==> src/rtl/txgap_defer.sv <==
module txgap_defer #(
  parameter int GAP_BITS  = 96,
  parameter int OPEN_BITS = 60
) (
  input  logic clk,
  input  logic rst,
  input  logic bit_en,
  input  logic start_req,
  input  logic carrier,
  input  logic tx_done,
  input  logic redefer,
  output logic busy,
  output logic tx_go
);

  localparam int CW = $clog2(GAP_BITS + 1);
  localparam logic [CW-1:0] LAST = CW'(GAP_BITS - 1);
  localparam logic [CW-1:0] OPEN = CW'(OPEN_BITS);

  typedef enum logic [1:0] {S_IDLE, S_GAP, S_SEND} st_t;

  st_t           state;
  logic [CW-1:0] cnt;

  always_ff @(posedge clk) begin
    if (rst) begin
      state <= S_IDLE;
      cnt   <= '0;
    end else begin
      case (state)
        S_IDLE: begin
          cnt <= '0;
          if (start_req) state <= S_GAP;
        end
        S_GAP: begin
          if (bit_en) begin
            if (carrier && cnt < OPEN) begin
              cnt <= '0;
            end else if (cnt == LAST) begin
              cnt   <= '0;
              state <= S_SEND;
            end else begin
              cnt <= cnt + 1'b1;
            end
          end
        end
        S_SEND: begin
          cnt <= '0;
          if (redefer || (tx_done && start_req)) state <= S_GAP;
          else if (tx_done)                      state <= S_IDLE;
        end
        default: begin
          state <= S_IDLE;
          cnt   <= '0;
        end
      endcase
    end
  end

  assign busy  = (state != S_IDLE);
  assign tx_go = (state == S_SEND);

endmodule


==> config.mk <==
export PLATFORM = sky130hd
export DESIGN_NAME = txgap_defer
export DESIGN_NICKNAME = d
export VERILOG_FILES = /design/src/rtl/txgap_defer.sv
export SDC_FILE = /design/constraint.sdc
export NUM_CORES = 1
export LEC_CHECK = 0
export BUFFER_PORTS_ARGS = -buffer_cell sky130_fd_sc_hd__clkbuf_2
export CAP_MARGIN = 10
export CORE_AREA = 5 5 42 44
export CTS_BUF_LIST = sky130_fd_sc_hd__clkbuf_2
export DETAILED_ROUTE_END_ITERATION = 16
export DIE_AREA = 0 0 47 49
export PLACE_DENSITY_LB_ADDON = 0.3
export SYNTH_ARGS = -nofsm -noshare
export SYNTH_HDL_FRONTEND = slang
export SYNTH_SLANG_ARGS = --single-unit
==> constraint.sdc <==
create_clock -name clk -period 1.3 [get_ports clk]
set_input_delay 0.195 -clock clk [delete_from_list [all_inputs] [get_ports clk]]
set_output_delay 0.195 -clock clk [all_outputs]
set_load 0.1 [all_outputs]
======== Yosys cells after proc, flatten, opt, wreduce, memory -nomap -nowiden ========
Cells that the tools add are included.
operators by class
  $lt $le $gt $ge ......................... 1
  div/mod/pow operators ................... 0
  reduce and logical (&&, ||, !) cells .... 7
  eq/ne operators ......................... 8
  shifts and indexed selects .............. 0
  multiply operators ...................... 0
  muxes and demuxes ....................... 9
  bitwise logic cells ..................... 1
  add/subtract/negate cells ............... 1
operators by type and width
  operator             number
  $mux 7               2
  $mux 2               6
  $ne 2x2->1 const B   4
  $add 7x1->7 const B  1
  $eq 7x7->1 const B   1
  $lt 7x6->1 const B   1
  $pmux 2 s3           1
  $reduce_and 5->1     1
  $ne 3x2->1 const B   1
  $eq 2x1->1 const B   1
  $eq 2x2->1 const B   1
  $logic_and 1x1->1    2
  $logic_not 2->1      1
  $reduce_bool 2->1    1
  $reduce_or 2->1      1
  $logic_or 1x1->1     1
  $not 1->1            1
word-level totals
  bits in latches ......................... 0
  input port bits ......................... 7
  word-level logic and storage cells ...... 29
  output and inout bits ................... 2
  bits in read-only memories .............. 0
  register bits ........................... 9
  memories ................................ 0
  memory bits (writable) .................. 0

======== Depth between registers and ports, before layout ========
  depth in word-level cells ............... 5
  depth in mapped cells ................... 5
  gate-level depth less buffers ........... 5

======== Least setup slack after synthesis ========
OpenSTA, ideal clock, no wires.
  path type ............................... reg-to-reg
  from .................................... register state[1]
  to ...................................... register state[1]
  required time ........................... 1234 ps
  cell stages (with the launch flop) ...... 3
  setup slack ............................. -774 ps
  buffers on the path ..................... 0
  setup time .............................. 66 ps
  clock period less this slack ............ 2074 ps
  arrival ................................. 2008 ps
  cells stage by stage .................... dfxtp_1 -> nor2b_1 -> a2bb2o_1
between the ends
  word-level cells in the longest chain between the ends .. 3
  elaborated cells on any way between the ends .. 10
  classes of those cells .................. eq/ne (7); mux (1); reduce/logical (2)
ends and longest elaborated chain
  element                            line  source
  start, declared                    22    st_t state;
  start signal, assigned             27    state <= S_IDLE;
  start signal, assigned             33    if (start_req) state <= S_GAP;
  start signal, assigned             41    state <= S_SEND;
  $eq 2x2->1 (*)                     -
  via tx_go                          13    output logic tx_go
  $ne 3x2->1 (no source line)        -
  $reduce_and 5->1 (no source line)  -
The timed path passes the listed nets; every way through them passes the cells marked *.
A chain may end at the register's enable or synchronous reset.

======== Worst setup path after layout ========
  from .................................... register cnt[0]
  to ...................................... register cnt[5]
between the ends
  word-level cells in the longest chain between the ends .. 3
  elaborated cells on any way between the ends .. 6
  classes of those cells .................. add/sub (1); order compare (1); eq/ne (1); mux (2); reduce/logical (1)
ends and longest elaborated chain
  element                                             line    source
  start, declared                                     23      logic [CW-1:0] cnt;
  start signal, assigned                              43      cnt <= cnt + 1'b1;
  $add 7x1->7, or another cell as far along           43
  $mux 7 / $logic_and 1x1->1 (equally long branches)  39, 37
  $mux 7 (*)                                          37      if (carrier && cnt < OPEN) begin
Every way passes the cells marked *; elsewhere a longest branch is shown, timed or not.

==> impl_results.rst <==
.. list-table::
   :header-rows: 1

   * - Metric
     - Value
   * - Share of synthesized flip-flops with an asynchronous set or reset
     - 0%
   * - Data required time of the critical path
     - 1.45 ns
   * - Cts-stage hold buffer count
     - 0
   * - Leading cell types by count after synthesis
     - 9 x sky130_fd_sc_hd__dfxtp_1, 7 x sky130_fd_sc_hd__nand2_1, 5 x sky130_fd_sc_hd__nor2_1
   * - Synthesis-to-finish area growth
     - 56.3%
   * - Cell types occupying the most area after synthesis
     - sky130_fd_sc_hd__dfxtp_1 38%, sky130_fd_sc_hd__nand2_1 5.5%, sky130_fd_sc_hd__nand4_1 5.3%, sky130_fd_sc_hd__nor2_1 3.9%, sky130_fd_sc_hd__a311oi_1 3.7%
   * - GRT met2 Usage
     - 17.9%
   * - Core Region
     - 1400 sq um
   * - Mapped cell area
     - 475 sq um
   * - Root Buffer Master
     - sky130_fd_sc_hd__clkbuf_2
   * - Number of antenna violations at the first check in global routing
     - 0
   * - Worst-case clock skew
     - 0.0139 ns
   * - Dpl hpwl
     - 860 microns
   * - Clock edge transition at the registers on the reported setup and hold paths
     - 0.10 ns
   * - Count of nets left with antenna violations after detail routing
     - 0
   * - Share of the synthesized area in the top cell type
     - 37.9%
   * - Largest net degree at the start of global routing
     - 10
   * - Number of buffers created by CTS
     - 3
   * - Leakage
     - 0.276 nW
   * - Clock tree sinks
     - 9
   * - Number of enable flip-flop cells after synthesis
     - 0
   * - Synthesis-stage register bit count
     - 9
   * - First-pass GRT wire length
     - 2.01 mm
   * - Via count
     - 512
   * - Largest incremental delay on the critical path
     - 0.36 ns
   * - Initial detailed-routing violation count
     - 7
   * - DRC errors left
     - 0
   * - Met1 track demand over resource
     - 13.9%
   * - Overall die height
     - 49 microns
   * - Via count of the first global-routing pass
     - 492
   * - Gp weighted congestion
     - 0.852
   * - Worst Path Max Fanout
     - 4
   * - Transition time of the tightest slew-check pin
     - 0.299 ns
   * - Outcome
     - complete, but fails checks
   * - Max stage delay cell, worst path
     - sky130_fd_sc_hd__dfxtp_2
   * - Type of the tightest min-delay check
     - input pin to register
   * - Max Buffers Root-to-Sink
     - 2
   * - Final number of setup-violating endpoints
     - 2
   * - Final cell utilization of the core
     - 53.0%
   * - Final number of hold-violating endpoints
     - 0
   * - Most instantiated flip-flop cell in the synthesis netlist
     - sky130_fd_sc_hd__dfxtp_1
   * - Maximum clock frequency
     - 768 MHz
   * - Critical path capture point type
     - register
   * - Drt total wl
     - 1.26 mm
   * - Total number of yosys warnings
     - 0
   * - Smallest setup slack after layout
     - -0.00171 ns
   * - Met3 global-route usage
     - 6.27%
   * - Tcrit/Tclk final
     - 100%
   * - Proportion of layout cells with a drive suffix above 1
     - 52.6%
   * - Most utilized layer in the global route result
     - met2
   * - Average wire per standard cell
     - 13.4 microns
   * - Number of top-level pins
     - 9
   * - Number of distinct standard cells referenced by the synthesized netlist
     - 27
   * - Final-report max-slew violation count
     - 0
   * - H-tree levels
     - 1
   * - Unrepaired setup endpoints after global routing
     - true
   * - Tightest slew margin relative to the limit
     - 80.0%
   * - Worst Path Class, Setup
     - register to register
   * - Maximum resistive drop on vdd
     - 0.436 mV
   * - Top-count cell post-synth
     - sky130_fd_sc_hd__dfxtp_1
   * - Max-cap viol count
     - 0
   * - Clock tree from TritonCTS
     - done
   * - Port Buffer Count
     - 8
   * - Areal power density over the cells
     - 752 nW/um^2
   * - Initial cell density of the core
     - 33.9%
   * - Crit start category
     - register
   * - Die width
     - 47 microns
   * - Worst skew pair latency
     - 0.26 ns
   * - Critical-path cell list
     - ha_4, nand4_1, o32ai_4, a21o_2, nor2_1
   * - Share of synthesized area occupied by flip-flops and latches
     - 37.9%
   * - Total number of nets in the final design
     - 87
   * - Count of TritonRoute iterations in the first routing pass
     - 4
   * - Synthesized net count
     - 65
   * - Cell type contributing the most total cell area after synthesis
     - sky130_fd_sc_hd__dfxtp_1
   * - Minimum setup slack after placement
     - -0.0364 ns
   * - Overall die area
     - 2300 sq um
   * - Placement row count
     - 14
   * - Violated checks
     - negative setup slack
   * - Overflow after GRT
     - 0
   * - Final period demand of the worst path
     - 1.30 ns
   * - Avg Synthesized Cell Area
     - 8.34 sq um
   * - CP Data Arrival Time
     - 1.45 ns
   * - Power Total
     - 0.559 mW
   * - Diodes inserted
     - 0
   * - Instance count of the mapped netlist
     - 57
   * - Total global routing track utilization
     - 12.4%
   * - Avg Vias per Cell
     - 5.45
==> routing by layer <==
| layer | wire (microns) | up-vias |
|---|---|---|
| met5 | 0 | - |
| met4 | 12 | 0 |
| met3 | 101 | 2 |
| met2 | 619 | 17 |
| met1 | 530 | 236 |
| li1 | - | 257 |
==> final cells by class <==
class,instances,area (sq um)
fill,136,658
multi-input combinational,45,355
sequential,9,191
tap,16,20.0
clock buffer,4,20.0
timing repair buffer,18,149
inverter,2,7.51
==> through the flow <==
| stage | instances | hold slack [ns] | area [sq um] | TNS [ns] |
|---|---|---|---|---|
| final | 94 | 0.115 | 743 | -0.00310 |
| after global routing | 94 | 0.0893 | 743 | -0.497 |
| after CTS | 93 | 0.112 | 682 | -0.0973 |
| after detailed placement | 88 | 0.405 | 644 | -0.110 |
| after global placement | 88 | 0.394 | 644 | -0.00936 |
| after floorplan | 57 | 0.267 | 498 | 0 |
==> report_power, final <==
part | switching [mW] | internal (mW)
combinational | 0.0509 | 0.0386
sequential | 0.00398 | 0.279
clock | 0.105 | 0.0817
==> cell families (layout without fill, tap and decap cells) <==
kind of cell               after synthesis  count (layout)  share of synthesized area (%)
xor gates and xnor gates                 2               2                           3.68
and+or+nand+nor                         29              29                           31.8
buffers and inverters                    3              24                           2.37
DFF                                      9               9                           37.9
adders and majority gates                1               1                           2.63
AOI/OAI and AO/OA                       13              13                           21.6
==> state kept, by name, summed over array words and instances, names as in the netlist <==
name and flops:
state 2, cnt 7
==> critical path, delay by kind of cell (launching register included) <==
family                   cells  cell delay, ns
AO/OA/AOI/OAI                2            0.52
flip-flops                   1            0.36
AND/OR/NAND/NOR              2            0.19
adder cells (fa/ha/maj)      1            0.13
==> repair_timing <==
item,CTS,global route
resized for setup,5,12
setup buffers,1,2
pin swaps,4,5
endpoints found under the setup margin,5,9
==> cells in the final DEF (no fill, tap or decap), drive strengths merged <==
cell type | Yosys | final
buf | 0 | 12
a31oi | 2 | 2
and4 | 1 | 1
a21o | 1 | 1
clkbuf | 1 | 10
nand3b | 1 | 1
a2bb2o | 1 | 1
inv | 2 | 2
a21oi | 2 | 2
a22oi | 1 | 1
nor2b | 1 | 1
o22a | 1 | 1
nand2 | 7 | 7
o21ai | 1 | 1
nor2 | 5 | 5
dfxtp | 9 | 9
nand3 | 2 | 2
nand4 | 4 | 4
or3 | 2 | 2
xor2 | 2 | 2
ha | 1 | 1
o22ai | 1 | 1
nand2b | 1 | 1
nor3 | 2 | 2
or2 | 2 | 2
o32ai | 1 | 1
a311oi | 2 | 2
and3 | 1 | 1
==> path summary, 6_finish.rpt <==
check | slack [ns] | cells past startpoint | end | from
setup / recovery | -0.002 | 5 | cnt[5]$_SDFFE_PP0P_ | cnt[0]$_SDFFE_PP0P_
hold / removal | 0.11 | 2 | state[0]$_SDFFE_PP0P_ | rst
setup reg to reg | -0.002 | 5 | cnt[5]$_SDFFE_PP0P_ | cnt[0]$_SDFFE_PP0P_
hold reg to reg | 0.49 | 1 | cnt[4]$_SDFFE_PP0P_ | cnt[4]$_SDFFE_PP0P_
Power figures use the tool's default switching activity.
